--- src/rtl/bmdma_pkg.sv ---
package bmdma_pkg;
    typedef enum logic [1:0] {
        SEL_CMD  = 2'd0,
        SEL_STAT = 2'd1,
        SEL_PTR  = 2'd2,
        SEL_NONE = 2'd3
    } reg_sel_e;

    localparam int CMD_START_BIT = 0;
    localparam int CMD_DIR_BIT   = 3;
    localparam int ST_ACT_BIT    = 0;
    localparam int ST_ERR_BIT    = 1;
    localparam int ST_INT_BIT    = 2;
endpackage

--- src/rtl/bmdma_lane_mux.sv ---
module bmdma_lane_mux #(
    parameter int NB = 4,
    localparam int OW = (NB > 1) ? $clog2(NB) : 1,
    localparam int DW = NB * 8
) (
    input  logic [OW-1:0] off_i,
    input  logic [1:0]    size_i,
    input  logic [DW-1:0] wdata_i,
    input  logic [DW-1:0] cur_i,
    output logic [DW-1:0] merged_o,
    output logic [DW-1:0] rdata_o
);
    int nbytes;
    logic [DW-1:0] wr_shift;
    logic [DW-1:0] rd_shift;

    always_comb begin
        case (size_i)
            2'd0:    nbytes = 1;
            2'd1:    nbytes = 2;
            default: nbytes = 4;
        endcase
        wr_shift = wdata_i << {off_i, 3'b000};
        rd_shift = cur_i >> {off_i, 3'b000};
    end

    for (genvar i = 0; i < NB; i++) begin : g_lane
        logic lane_wr;
        always_comb begin
            lane_wr = (int'(off_i) <= i) && (i < int'(off_i) + nbytes);
        end
        assign merged_o[8*i +: 8] = lane_wr ? wr_shift[8*i +: 8] : cur_i[8*i +: 8];
        assign rdata_o[8*i +: 8]  = (i < nbytes) ? rd_shift[8*i +: 8] : 8'h00;
    end
endmodule

--- src/rtl/bmdma_xfer_ctl.sv ---
module bmdma_xfer_ctl #(
    parameter int AW = 32
) (
    input  logic          clk,
    input  logic          rst_n,
    input  logic          cmd_wr_i,
    input  logic          start_wr_i,
    input  logic [AW-1:0] ptr_i,
    input  logic          xfer_busy_i,
    input  logic          xfer_done_i,
    output logic          start_o,
    output logic          active_o,
    output logic          pulse_o,
    output logic [AW-1:0] cur_ptr_o
);
    typedef struct packed {
        logic          start;
        logic          active;
        logic          pulse;
        logic [AW-1:0] cur_ptr;
    } ctl_st_t;

    ctl_st_t ctl_d, ctl_q;
    logic rise, fall;

    always_comb begin
        ctl_d       = ctl_q;
        ctl_d.pulse = 1'b0;
        rise = cmd_wr_i && start_wr_i && !ctl_q.start;
        fall = cmd_wr_i && !start_wr_i && ctl_q.start;
        if (xfer_done_i) begin
            ctl_d.active = 1'b0;
        end
        if (fall && !xfer_busy_i) begin
            ctl_d.active = 1'b0;
        end
        if (rise) begin
            ctl_d.cur_ptr = ptr_i;
            if (!ctl_q.active) begin
                ctl_d.active = 1'b1;
                ctl_d.pulse  = 1'b1;
            end
        end
        if (cmd_wr_i) begin
            ctl_d.start = start_wr_i;
        end
    end

    always_ff @(posedge clk) begin
        if (!rst_n) begin
            ctl_q <= '0;
        end else begin
            ctl_q <= ctl_d;
        end
    end

    assign start_o   = ctl_q.start;
    assign active_o  = ctl_q.active;
    assign pulse_o   = ctl_q.pulse;
    assign cur_ptr_o = ctl_q.cur_ptr;
endmodule

--- src/rtl/bmdma_irq_track.sv ---
module bmdma_irq_track (
    input  logic clk,
    input  logic rst_n,
    input  logic drv_irq_i,
    input  logic err_set_i,
    input  logic clr_wr_i,
    input  logic clr_int_i,
    input  logic clr_err_i,
    output logic int_o,
    output logic err_o
);
    typedef struct packed {
        logic irq_prev;
        logic int_st;
        logic err_st;
    } irq_st_t;

    irq_st_t irq_d, irq_q;

    always_comb begin
        irq_d          = irq_q;
        irq_d.irq_prev = drv_irq_i;
        if (clr_wr_i && clr_int_i) begin
            irq_d.int_st = 1'b0;
        end
        if (clr_wr_i && clr_err_i) begin
            irq_d.err_st = 1'b0;
        end
        if (drv_irq_i && !irq_q.irq_prev) begin
            irq_d.int_st = 1'b1;
        end
        if (err_set_i) begin
            irq_d.err_st = 1'b1;
        end
    end

    always_ff @(posedge clk) begin
        if (!rst_n) begin
            irq_q <= '0;
        end else begin
            irq_q <= irq_d;
        end
    end

    assign int_o = irq_q.int_st;
    assign err_o = irq_q.err_st;
endmodule

--- src/rtl/bmdma_regs.sv ---
module bmdma_regs
    import bmdma_pkg::*;
#(
    parameter int AW = 32,
    localparam int NB = AW / 8,
    localparam int OW = (NB > 1) ? $clog2(NB) : 1
) (
    input  logic          clk,
    input  logic          rst_n,
    input  logic          acc_en,
    input  logic          acc_we,
    input  logic [1:0]    acc_sel,
    input  logic [OW-1:0] acc_off,
    input  logic [1:0]    acc_size,
    input  logic [AW-1:0] acc_wdata,
    output logic [AW-1:0] acc_rdata,
    input  logic          drv_irq_i,
    output logic          host_irq_o,
    input  logic          xfer_busy_i,
    input  logic          xfer_done_i,
    input  logic          xfer_err_i,
    output logic          start_pulse_o,
    output logic [AW-1:0] cur_ptr_o,
    output logic          dir_o
);
    typedef struct packed {
        logic          dir;
        logic [AW-1:0] ptr;
    } top_st_t;

    top_st_t  top_d, top_q;
    reg_sel_e sel;
    logic     cmd_wr, stat_wr, ptr_wr;
    logic     start_w, active_w, int_w, err_w;
    logic [AW-1:0] merged_w, lane_rd_w;

    always_comb begin
        sel     = reg_sel_e'(acc_sel);
        cmd_wr  = acc_en && acc_we && (sel == SEL_CMD);
        stat_wr = acc_en && acc_we && (sel == SEL_STAT);
        ptr_wr  = acc_en && acc_we && (sel == SEL_PTR);
    end

    bmdma_lane_mux #(.NB(NB)) u_lane (
        .off_i   (acc_off),
        .size_i  (acc_size),
        .wdata_i (acc_wdata),
        .cur_i   (top_q.ptr),
        .merged_o(merged_w),
        .rdata_o (lane_rd_w)
    );

    bmdma_xfer_ctl #(.AW(AW)) u_ctl (
        .clk        (clk),
        .rst_n      (rst_n),
        .cmd_wr_i   (cmd_wr),
        .start_wr_i (acc_wdata[CMD_START_BIT]),
        .ptr_i      (top_q.ptr),
        .xfer_busy_i(xfer_busy_i),
        .xfer_done_i(xfer_done_i),
        .start_o    (start_w),
        .active_o   (active_w),
        .pulse_o    (start_pulse_o),
        .cur_ptr_o  (cur_ptr_o)
    );

    bmdma_irq_track u_irq (
        .clk      (clk),
        .rst_n    (rst_n),
        .drv_irq_i(drv_irq_i),
        .err_set_i(xfer_err_i),
        .clr_wr_i (stat_wr),
        .clr_int_i(acc_wdata[ST_INT_BIT]),
        .clr_err_i(acc_wdata[ST_ERR_BIT]),
        .int_o    (int_w),
        .err_o    (err_w)
    );

    always_comb begin
        top_d = top_q;
        if (cmd_wr) begin
            top_d.dir = acc_wdata[CMD_DIR_BIT];
        end
        if (ptr_wr) begin
            top_d.ptr = {merged_w[AW-1:2], 2'b00};
        end
    end

    always_ff @(posedge clk) begin
        if (!rst_n) begin
            top_q <= '0;
        end else begin
            top_q <= top_d;
        end
    end

    always_comb begin
        acc_rdata = '0;
        case (sel)
            SEL_CMD: begin
                acc_rdata[CMD_START_BIT] = start_w;
                acc_rdata[CMD_DIR_BIT]   = top_q.dir;
            end
            SEL_STAT: begin
                acc_rdata[ST_ACT_BIT] = active_w;
                acc_rdata[ST_ERR_BIT] = err_w;
                acc_rdata[ST_INT_BIT] = int_w;
            end
            SEL_PTR:  acc_rdata = lane_rd_w;
            default:  acc_rdata = '0;
        endcase
    end

    assign host_irq_o = drv_irq_i;
    assign dir_o      = top_q.dir;
endmodule

--- config.mk ---
export PLATFORM = sky130hd
export DESIGN_NAME = bmdma_regs
export DESIGN_NICKNAME = d
export VERILOG_FILES = /design/src/rtl/bmdma_pkg.sv /design/src/rtl/bmdma_lane_mux.sv /design/src/rtl/bmdma_xfer_ctl.sv /design/src/rtl/bmdma_irq_track.sv /design/src/rtl/bmdma_regs.sv
export SDC_FILE = /design/constraint.sdc
export NUM_CORES = 1
export LEC_CHECK = 0
export CORE_ASPECT_RATIO = 1.1
export CORE_UTILIZATION = 32
export CTS_CLUSTER_SIZE = 30
export DETAILED_ROUTE_END_ITERATION = 12
export PLACE_DENSITY = 0.67
export REMOVE_ABC_BUFFERS = 1
export SYNTH_ARGS = -nofsm -noshare
export SYNTH_HDL_FRONTEND = slang
export SYNTH_SLANG_ARGS = --single-unit
export TNS_END_PERCENT = 50
--- constraint.sdc ---
create_clock -name clk -period 4.2 [get_ports clk]
set_clock_uncertainty 0.15 [all_clocks]
set_input_delay 0.84 -clock clk [delete_from_list [all_inputs] [get_ports clk]]
set_output_delay 0.84 -clock clk [all_outputs]
set_load 0.1 [all_outputs]
==> run summary <==
status - complete, no violations
Die Wd - 105 µm
WP data arrival - 2.85 ns
fin crit period - 3.84 ns
WL/cell - 16.7 µm
register area share after synthesis - 35.7%
all-layer global routing usage - 19.2%
R2R Setup Slk - 2.41 ns
critical path start-end classification - in -> out
Final Hold Viols - 0
Critical Path Fanout Max - 8
maximum VDD drop - 0.000158 V
DR DRC count - 0
Max clock buf depth - 2
top cell type's share of synthesized area - 35.7%
Yosys top cell by area - dfxtp_1
Root Buffer - clkbuf_16
max-slew violation count - 0
first drt pass iteration count - 6
IO Count - 113
synth top area cells - dfxtp_1 36%, mux2i_1 18%, nand2_1 8.5%
antenna violations before repair - 0
sequence of cells on the critical path - clkdlybuf4s50_1 > nor2_1 > inv_1 > ha_1 > or3b_2 > nor2_1 > buf_12
first-pass GRT wire length - 18.0 mm
Final GP Congestion - 0.805
1st-iter DRT viols - 180
H-Tree Depth - 3
CP max stage delay - 0.59 ns
# clock sinks - 67
vias in the first global route - 3475
startpoint types - input port
fin crit share - 91.5%
synthesized flop and latch total - 67
GRT Residual Overflow - 0
row cnt - 41
Placed Area - 0.00530 mm²
DP HPWL - 8.18 mm
Core Area - 0.0114 mm²
largest delay contributor family on the critical path - simple AND/OR/NAND/NOR gates
n_diodes - 0
RSZ-0062 raised after global routing - no
Port-buffer cells - 110
worst path buffer plus inverter count - 3
Mapped Area - 0.00376 mm²
hold_buf cts - 0
Slew Limit Headroom - 30.0%
Syn-to-layout area delta - 48.5%
initial core utilization - 32.8%
Leakage - 2.27 nW
final instance area - 0.00558 mm²
Nets - 590
CTS tree - yes
fmax - 260 MHz
CTS buffer count - 9
antenna-violating nets left - 0
latest clock arrival within the worst-skew pair - 0.33 ns
max-cap viol count - 0
routed vias/inst - 5.05
largest net degree at the start of global routing - 68
CTS resizes - 0
crit path capture type - output pin
vias - 3485
Reg clk slew, reported paths - 0.06 ns
# setup viols final - 0
worst slew pin tran - 1.05 ns
share of cells above drive strength 1 - 14.8%
Cell Pwr Density - 291 mW/mm²
setup bufs post-CTS - 0
ys async rst share - 0%
Critical Path Slowest Stage Cell - or3b_2
number of distinct library cells after synthesis - 45
Worst EP required - 3.21 ns
Post-Synthesis Cells - 433
die area - 0.0122 mm²
dominant synthesized flop cell - dfxtp_1
die height - 116 µm
synth warn - 0
WL final - 11.5 mm
Post-synth EDFFs - 0
setup_tns - 0 ns
cell with the most instances on the worst path - nor2_1
Avg Inst Size Synth - 8.67 µm²
min-delay worst type - reg -> reg
## stage by stage
step | setup WS, ns | hold slack (ns) | power [mW] | instances | util (%)
after floorplan | 0.120 | 0.291 | 0.785 | 403 | -
after global placement | 0.329 | 0.292 | 0.907 | 675 | 46.3
after detailed placement | 0.335 | 0.297 | 0.911 | 675 | 46.3
after CTS | 0.334 | 0.305 | 1.64 | 690 | 48.8
after global routing | 0.280 | 0.326 | 1.68 | 690 | 48.8
final | 0.357 | 0.300 | 1.63 | 690 | 48.8
## report_power, final
part | leakage (nW) | internal [mW] | switching (mW)
Sequential | 0.541 | 0.644 | 0.00809
Combinational | 1.60 | 0.106 | 0.139
Clock | 0.134 | 0.454 | 0.274
## state kept, by name, summed over array words and instances, names as in the netlist
register / flops
u_ctl.pulse_o: 1
u_ctl.active_o: 1
top_q: 30
u_ctl.start_o: 1
u_ctl.cur_ptr_o: 30
u_irq.irq_q: 1
u_irq.err_o: 1
dir_o: 1
u_irq.int_o: 1
## placed cells by master (no fill, tap or decap), types with 5 or more instances in the layout
cell type and instances:
a21oi_1 19, buf_12 32, nand2_1 85, ha_1 7
mux2i_1 68, inv_1 5, o211a_1 8, dfxtp_1 67
nor2_1 35, buf_4 13, a21boi_1 18, clkdlybuf4s50_1 74
and2_1 10, nor2b_1 21, a21boi_0 13, o221a_2 7
and3_1 5, clkbuf_16 9
## path summary, 6_finish.rpt
kind,start,end,depth (start not counted)
worst min register to register,u_ctl.cur_ptr_o[31],u_ctl.cur_ptr_o[31],2
worst max-delay path,acc_size[0],acc_rdata[20],7
worst min-delay path,u_ctl.cur_ptr_o[31],u_ctl.cur_ptr_o[31],2
worst max register to register,u_ctl.start_o,u_ctl.cur_ptr_o[20],4
## final cells by class
class,count,area (µm²)
sequential,67,1340
inverter,6,22.5
clock inverter,5,55.1
multi-input combinational,330,2250
tap,150,188
fill,1068,5860
clock buffer,10,229
timing repair buffer,122,1490
## worst reg2reg max path, cell delays in order, from the launching register on
cell	delay, ns
dfxtp_1	0.41
or2_1	0.54
buf_4	0.37
nand2_1	0.08
a21boi_0	0.17
## synthesized netlist by cell type, types with 3 or more instances
library cell and count:
nor2b_1 21, and3_1 5, mux2i_1 68, a21boi_1 18
buf_1 3, inv_1 5, buf_4 5, o211a_1 8
clkbuf_1 12, buf_2 11, dfxtp_1 67, nor2_1 36
and2_1 10, nand2_1 85, o221a_2 7, a21boi_0 13
nand4_1 3, a21oi_1 19, ha_1 7
## routing by layer
metal	routed length [µm]	global-route usage, %	up-vias
met1	5130	24.1	1672
met3	553	4.56	15
met5	0	0	-
li1	-	-	1696
met2	5630	31.7	102
met4	197	7.70	0
## kinds of logic (layout without fill, tap and decap cells)
| logic type | count (synthesis) | in the layout | share of synthesized area, % |
|---|---|---|---|
| and+or+nand+nor | 172 | 172 | 21.5 |
| AOI/OAI and AO/OA | 79 | 79 | 16.9 |
| muxes | 69 | 69 | 18.4 |
| DFF | 67 | 67 | 35.7 |
| buffers and inverters | 37 | 143 | 4.56 |
| adders and majority gates | 8 | 8 | 2.86 |
| other | 1 | 2 | 0.0998 |
Note: power is estimated with default switching activity, not from simulation.
